$ cat config.mk
export PLATFORM = sky130hd
export DESIGN_NAME = chan_irq_ctrl
export DESIGN_NICKNAME = d
export VERILOG_FILES = /design/src/rtl/chan_irq_pkg.sv /design/src/rtl/chan_irq_sync.sv /design/src/rtl/chan_irq_detect.sv /design/src/rtl/chan_irq_status.sv /design/src/rtl/chan_irq_regs.sv /design/src/rtl/chan_irq_ctrl.sv
export SDC_FILE = /design/constraint.sdc
export NUM_CORES = 1
export LEC_CHECK = 0
export BUFFER_PORTS_ARGS = -buffer_cell sky130_fd_sc_hd__buf_2
export CELL_PAD_IN_SITES_DETAIL_PLACEMENT = 2
export CELL_PAD_IN_SITES_GLOBAL_PLACEMENT = 2
export CORE_MARGIN = 2
export CORE_UTILIZATION = 25
export DETAILED_ROUTE_END_ITERATION = 12
export HOLD_SLACK_MARGIN = 0.1
export PLACE_DENSITY = 0.7
export SLEW_MARGIN = 20
export SYNTH_ARGS = -nofsm -noshare
export SYNTH_HDL_FRONTEND = slang
export SYNTH_SLANG_ARGS = --single-unit
export TNS_END_PERCENT = 100
$ cat constraint.sdc
create_clock -name clk -period 1.4 [get_ports clk]
set_input_delay 0.28 -clock clk [delete_from_list [all_inputs] [get_ports clk]]
set_output_delay 0.28 -clock clk [all_outputs]
set_load 0.02 [all_outputs]
$ cat src/rtl/chan_irq_pkg.sv
// Package: register selectors and control-bit positions shared by the
// interrupt controller modules. Assumes a 3-bit register address.
package chan_irq_pkg;

    localparam int ADDR_W       = 3;
    localparam int CTRL_MIE_BIT = 2;
    localparam int CTRL_AUX_BIT = 3;

    typedef enum logic [ADDR_W-1:0] {
        SEL_CTRL  = 3'd0,
        SEL_MODE  = 3'd1,
        SEL_POL   = 3'd2,
        SEL_ENA   = 3'd3,
        SEL_STAT  = 3'd4,
        SEL_LEVEL = 3'd5
    } reg_sel_e;

endpackage

$ cat src/rtl/chan_irq_sync.sv
// Module: two-flop synchronizer per channel, plus one more register that
// holds the previous synchronized value for transition detection.
// Assumes the pins are asynchronous to clk and need no debouncing.
module chan_irq_sync #(
    parameter int NCH = 8
) (
    input  logic           clk,
    input  logic           rst_n,
    input  logic [NCH-1:0] din,
    output logic [NCH-1:0] lvl,
    output logic [NCH-1:0] lvl_prev
);

    for (genvar g = 0; g < NCH; g++) begin : g_ch
        logic meta_q;
        logic sync_q;
        logic prev_q;

        // Purpose: move the pin into the clock domain and keep one cycle of history.
        always_ff @(posedge clk) begin
            if (!rst_n) begin
                meta_q <= 1'b0;
                sync_q <= 1'b0;
                prev_q <= 1'b0;
            end else begin
                meta_q <= din[g];
                sync_q <= meta_q;
                prev_q <= sync_q;
            end
        end

        assign lvl[g]      = sync_q;
        assign lvl_prev[g] = prev_q;
    end

endmodule

$ cat src/rtl/chan_irq_detect.sv
// Module: per-channel event qualifier. It selects transition detection or
// level comparison according to the mode bit. It is purely combinational
// and assumes synchronized inputs.
module chan_irq_detect #(
    parameter int NCH = 8
) (
    input  logic [NCH-1:0] lvl,
    input  logic [NCH-1:0] lvl_prev,
    input  logic [NCH-1:0] mode_cos,
    input  logic [NCH-1:0] pol,
    output logic [NCH-1:0] match,
    output logic [NCH-1:0] evt
);

    for (genvar g = 0; g < NCH; g++) begin : g_ch
        logic toggled;

        // Purpose: compare the level with the polarity and detect a transition.
        always_comb begin
            match[g] = ~(lvl[g] ^ pol[g]);
            toggled  = lvl[g] ^ lvl_prev[g];
            evt[g]   = mode_cos[g] ? toggled : match[g];
        end
    end

endmodule

$ cat src/rtl/chan_irq_status.sv
// Module: sticky status bits with write-one-to-clear. A set wins over a
// clear in the same cycle. A clear is held off while a level-match
// channel still matches. Assumes clr is a one-cycle strobe vector.
module chan_irq_status #(
    parameter int NCH = 8
) (
    input  logic           clk,
    input  logic           rst_n,
    input  logic [NCH-1:0] evt,
    input  logic [NCH-1:0] match,
    input  logic [NCH-1:0] mode_cos,
    input  logic [NCH-1:0] en,
    input  logic [NCH-1:0] clr,
    output logic [NCH-1:0] status
);

    for (genvar g = 0; g < NCH; g++) begin : g_ch
        logic hold;
        logic set;
        logic eff_clr;
        logic st_q;

        // Purpose: work out the set and the effective clear for this channel.
        always_comb begin
            hold    = ~mode_cos[g] & match[g];
            set     = evt[g] & en[g];
            eff_clr = clr[g] & ~hold;
        end

        // Purpose: hold the sticky status bit.
        always_ff @(posedge clk) begin
            if (!rst_n) begin
                st_q <= 1'b0;
            end else begin
                st_q <= set | (st_q & ~eff_clr);
            end
        end

        assign status[g] = st_q;
    end

endmodule

$ cat src/rtl/chan_irq_regs.sv
// Module: configuration registers, the status clear strobe and the read
// multiplexer. Assumes NCH >= 4 so the control bits fit the data width.
module chan_irq_regs
    import chan_irq_pkg::*;
#(
    parameter int NCH = 8
) (
    input  logic              clk,
    input  logic              rst_n,
    input  logic              bus_wr,
    input  logic [ADDR_W-1:0] bus_addr,
    input  logic [NCH-1:0]    bus_wdata,
    input  logic [NCH-1:0]    status,
    input  logic [NCH-1:0]    lvl,
    output logic [NCH-1:0]    bus_rdata,
    output logic [NCH-1:0]    mode_cos,
    output logic [NCH-1:0]    pol,
    output logic [NCH-1:0]    en,
    output logic [NCH-1:0]    clr,
    output logic              mie
);

    localparam logic [NCH-1:0] CTRL_MASK =
        (NCH'(1) << CTRL_MIE_BIT) | (NCH'(1) << CTRL_AUX_BIT);

    logic [NCH-1:0] ctrl_q;
    logic [NCH-1:0] mode_q;
    logic [NCH-1:0] pol_q;
    logic [NCH-1:0] en_q;

    // Purpose: capture configuration writes.
    always_ff @(posedge clk) begin
        if (!rst_n) begin
            ctrl_q <= '0;
            mode_q <= '0;
            pol_q  <= '0;
            en_q   <= '0;
        end else if (bus_wr) begin
            case (bus_addr)
                SEL_CTRL: ctrl_q <= bus_wdata & CTRL_MASK;
                SEL_MODE: mode_q <= bus_wdata;
                SEL_POL:  pol_q  <= bus_wdata;
                SEL_ENA:  en_q   <= bus_wdata;
                default:  ;
            endcase
        end
    end

    // Purpose: form the clear strobe for the status bank.
    always_comb begin
        clr = (bus_wr && bus_addr == SEL_STAT) ? bus_wdata : '0;
    end

    // Purpose: select read data.
    always_comb begin
        case (bus_addr)
            SEL_CTRL:  bus_rdata = ctrl_q;
            SEL_MODE:  bus_rdata = mode_q;
            SEL_POL:   bus_rdata = pol_q;
            SEL_ENA:   bus_rdata = en_q;
            SEL_STAT:  bus_rdata = status;
            SEL_LEVEL: bus_rdata = lvl;
            default:   bus_rdata = '0;
        endcase
    end

    assign mode_cos = mode_q;
    assign pol      = pol_q;
    assign en       = en_q;
    assign mie      = ctrl_q[CTRL_MIE_BIT];

endmodule

$ cat src/rtl/chan_irq_ctrl.sv
// Module: top of the per-channel digital input interrupt controller.
// It joins the synchronizer, event detector, status bank and registers,
// and drives one request line gated by the module enable.
// Assumes NCH >= 4.
module chan_irq_ctrl
    import chan_irq_pkg::*;
#(
    parameter int NCH = 8
) (
    input  logic              clk,
    input  logic              rst_n,
    input  logic              bus_wr,
    input  logic [ADDR_W-1:0] bus_addr,
    input  logic [NCH-1:0]    bus_wdata,
    output logic [NCH-1:0]    bus_rdata,
    input  logic [NCH-1:0]    din,
    output logic              irq_o
);

    logic [NCH-1:0] lvl;
    logic [NCH-1:0] lvl_prev;
    logic [NCH-1:0] mode_cos;
    logic [NCH-1:0] pol;
    logic [NCH-1:0] en;
    logic [NCH-1:0] clr;
    logic [NCH-1:0] match;
    logic [NCH-1:0] evt;
    logic [NCH-1:0] status;
    logic           mie;

    chan_irq_sync #(.NCH(NCH)) u_sync (
        .clk      (clk),
        .rst_n    (rst_n),
        .din      (din),
        .lvl      (lvl),
        .lvl_prev (lvl_prev)
    );

    chan_irq_detect #(.NCH(NCH)) u_detect (
        .lvl      (lvl),
        .lvl_prev (lvl_prev),
        .mode_cos (mode_cos),
        .pol      (pol),
        .match    (match),
        .evt      (evt)
    );

    chan_irq_status #(.NCH(NCH)) u_status (
        .clk      (clk),
        .rst_n    (rst_n),
        .evt      (evt),
        .match    (match),
        .mode_cos (mode_cos),
        .en       (en),
        .clr      (clr),
        .status   (status)
    );

    chan_irq_regs #(.NCH(NCH)) u_regs (
        .clk       (clk),
        .rst_n     (rst_n),
        .bus_wr    (bus_wr),
        .bus_addr  (bus_addr),
        .bus_wdata (bus_wdata),
        .status    (status),
        .lvl       (lvl),
        .bus_rdata (bus_rdata),
        .mode_cos  (mode_cos),
        .pol       (pol),
        .en        (en),
        .clr       (clr),
        .mie       (mie)
    );

    // Purpose: combine the enabled status bits into the gated request.
    always_comb begin
        irq_o = mie & (|(status & en));
    end

endmodule

==> results.ini <==
[outcome]
status=complete, but fails checks
violations=negative setup slack

[clock_network]
insertion_delay_ns=0.34
cts_tree=yes
clk_pin_slew_ns=0.06
cts_root_buffer=clkbuf_8
h-tree-depth=3
clock_path_buffers=2
clock-sinks=58
cts_buffers=9

[setup_path]
cp.arrival_ns=1.37
ff2ff_path_depth=5
setup.worst_path.class=register to output pin
critPathBufInv=1
cp-start-kind=register
crit_family=flip-flops
cp_num_cells=4
crit_required_ns=1.12
cp_max_fo=5
crit_path_end_kind=output pin
crit_path_cell_trace=nor3b_1 -> a31oi_1 -> o21ai_1 -> buf_4
crit_slowest_cell=dfxtp_2
crit_path_max_incr_delay_ns=0.37

[finish]
final_cells=504
finish.instance_area_um2=3587
antenna_cells=0
nNetsFinal=385
drive_gt1_frac=0.3342
area_delta_synth_final_pct=36.72

[sta]
fmax_mhz=606.7
setup_violations=9
rsz0062_at_grt=yes
timing.final.crit_share=1.177
worst_slew_pin_slew_ns=0.3796
period_needed_ns=1.648
finalHoldViolations=0
maxSlewHeadroom=0.7450
slew_viol_final=0
final.setup.worst_slack_ns=-0.2483
setup_tns_ns=-1.831
finClkSkew_ns=0.006455

[power_and_ir_drop]
p_sw_frac=0.2559
powerDensity_nw_per_um2=960.5
leakagePower_nw=1.460
p_sw_uw=881.6
p_int_mw=2.564
power_mw=3.445
p_clk_frac=0.389
vdd_drop_max_mv=0.4564
pwr-share-seq=0.501
p_comb_frac=0.109

[yosys]
syn_avg_cell_area_um2=9.206
ys_seq_area_frac=0.4425
yosysWarnings=0
async_flop_share=0
synth.most_common_cell=dfxtp_1
netlist_area_um2=2624
synth.distinct_cells=34
ys_dominant_reg_cell=dfxtp_1
netlist_instances=285
yosys.area.top_type=dfxtp_1
yosysTopAreaCellShare=0.4425
netlist_top_cells_area=dfxtp_1, mux2i_1, and2_1, nand2_1, a21boi_0
ys_top_cells_by_count=dfxtp_1, nand2_1, and2_1
synth-edff-count=0
ys_seq_elements=58
syn-num-nets=307

[placement]
place_ws_ns=-0.3598
dp_cells=480
port_buffers=30
dp_hpwl_um=5941
dpl_cell_area_um2=3239
gp_congestion=0.7513

[floorplan]
pin_count=31
core_area_um2=10280
die-area_um2=11330
rows=37
initial_core_util=0.2553
die_h_um=106.4
die_w_um=106.4

[global_routing]
grt_pass1_wl_um=13660
grt_max_degree=67
grt_overflow=0
grt_util_all_layers=0.1577
antenna_found_initial=0
grt_pass1_vias=2618

[route]
wl_um=8298
first_iter_violations=42
vias_per_cell=4.637
drc=0
route.detailed.wl_per_inst_um=16.46
drt_first_pass_iters=4
num_vias=2337
ant_nets=0

[worst_hold_path]
holdPathStages=2
min_path_type=primary input to register

[job]
drv_cap=0

[area by class of cell]
| type | instances | area (um2) |
|---|---|---|
| clock buffer | 13 | 148.9 |
| tap | 136 | 170.2 |
| timing repair buffer | 82 | 611.8 |
| sequential | 58 | 1200 |
| inverter | 2 | 7.507 |
| fill | 1178 | 6690 |
| clock inverter | 3 | 15.01 |
| multi-input combinational | 210 | 1434 |
[what timing repair did]
action / 4_1_cts / 5_1_grt
gates resized for setup: 47 / 4
setup endpoints to repair: 10 / 17
hold buffers: 0 / 0
pin swaps: 4 / 7
buffers inserted: 7 / 1
gates cloned: 0 / 0
[worst register-to-register path, stage by stage, from the launching register on]
cell,delay [ns]
dfxtp_4,0.36
buf_4,0.14
xor2_1,0.16
o211ai_1,0.10
and3_1,0.19
a31o_1,0.17
[cells in the final DEF (no fill, tap or decap), types with 10 or more instances in the layout]
cell type,Yosys,final
and2_1,24,24
a21boi_0,14,14
buf_2,4,19
clkbuf_8,0,10
buf_4,3,56
nor2b_1,11,10
dfxtp_1,58,43
a21oi_1,10,10
nor2_1,12,12
mux2i_1,20,20
nand2_1,38,38
[sequential cells by signal, summed over array words and instances (netlist names)]
| name | flops |
|---|---|
| u_regs.ctrl_q | 2 |
| u_regs.en | 8 |
| u_regs.mode_cos | 8 |
| u_regs.pol | 8 |
| u_status.g_ch.st_q | 8 |
| u_sync.g_ch.meta_q | 8 |
| u_sync.g_ch.prev_q | 8 |
| u_sync.g_ch.sync_q | 8 |
[layer usage]
layer	wire [um]	vias to the layer above	GRT usage
met4	202	0	0.06957
met2	4106	40	0.2692
li1	-	1146	-
met3	328	13	0.03311
met5	0	-	0
met1	3660	1138	0.1905
[logic make-up after synthesis]
group / Yosys count / share of synthesized area
simple gates: 109 / 0.2175
xor+xnor: 16 / 0.05341
mux: 22 / 0.08488
compound gates: 63 / 0.1712
flops: 58 / 0.4425
buf+inv: 17 / 0.03052
[final timing paths]
check,from,endpoint,slack [ns]
worst min register to register,u_sync.g_ch[5].meta_q,u_sync.g_ch[5].sync_q,0.43
worst min-delay path,din[0],u_sync.g_ch[0].meta_q,0.15
worst max-delay path,u_regs.mode_cos[6],bus_rdata[6],-0.25
worst max register to register,u_regs.pol[2],u_status.g_ch[2].st_q,0.18
[metrics by stage]
stage	hold WS [ns]	utilization
final	0.1456	0.3490
after global routing	0.1408	0.3490
after CTS	0.1332	0.3473
after detailed placement	0.4226	0.3152
after global placement	0.4153	0.3152
after floorplan	0.4073	-
[power groups by stage]
| stage | Clock (mW) | Combinational [mW] | Sequential (mW) |
|---|---|---|---|
| after global placement | 0 | 0.341 | 1.77 |
| final | 1.34 | 0.377 | 1.73 |
| after global routing | 1.49 | 0.417 | 1.73 |
| after CTS | 1.39 | 0.380 | 1.73 |
| after floorplan | 0 | 0.183 | 1.76 |
| after detailed placement | 0 | 0.353 | 1.78 |
No activity file was read; power rests on OpenSTA's default activity.
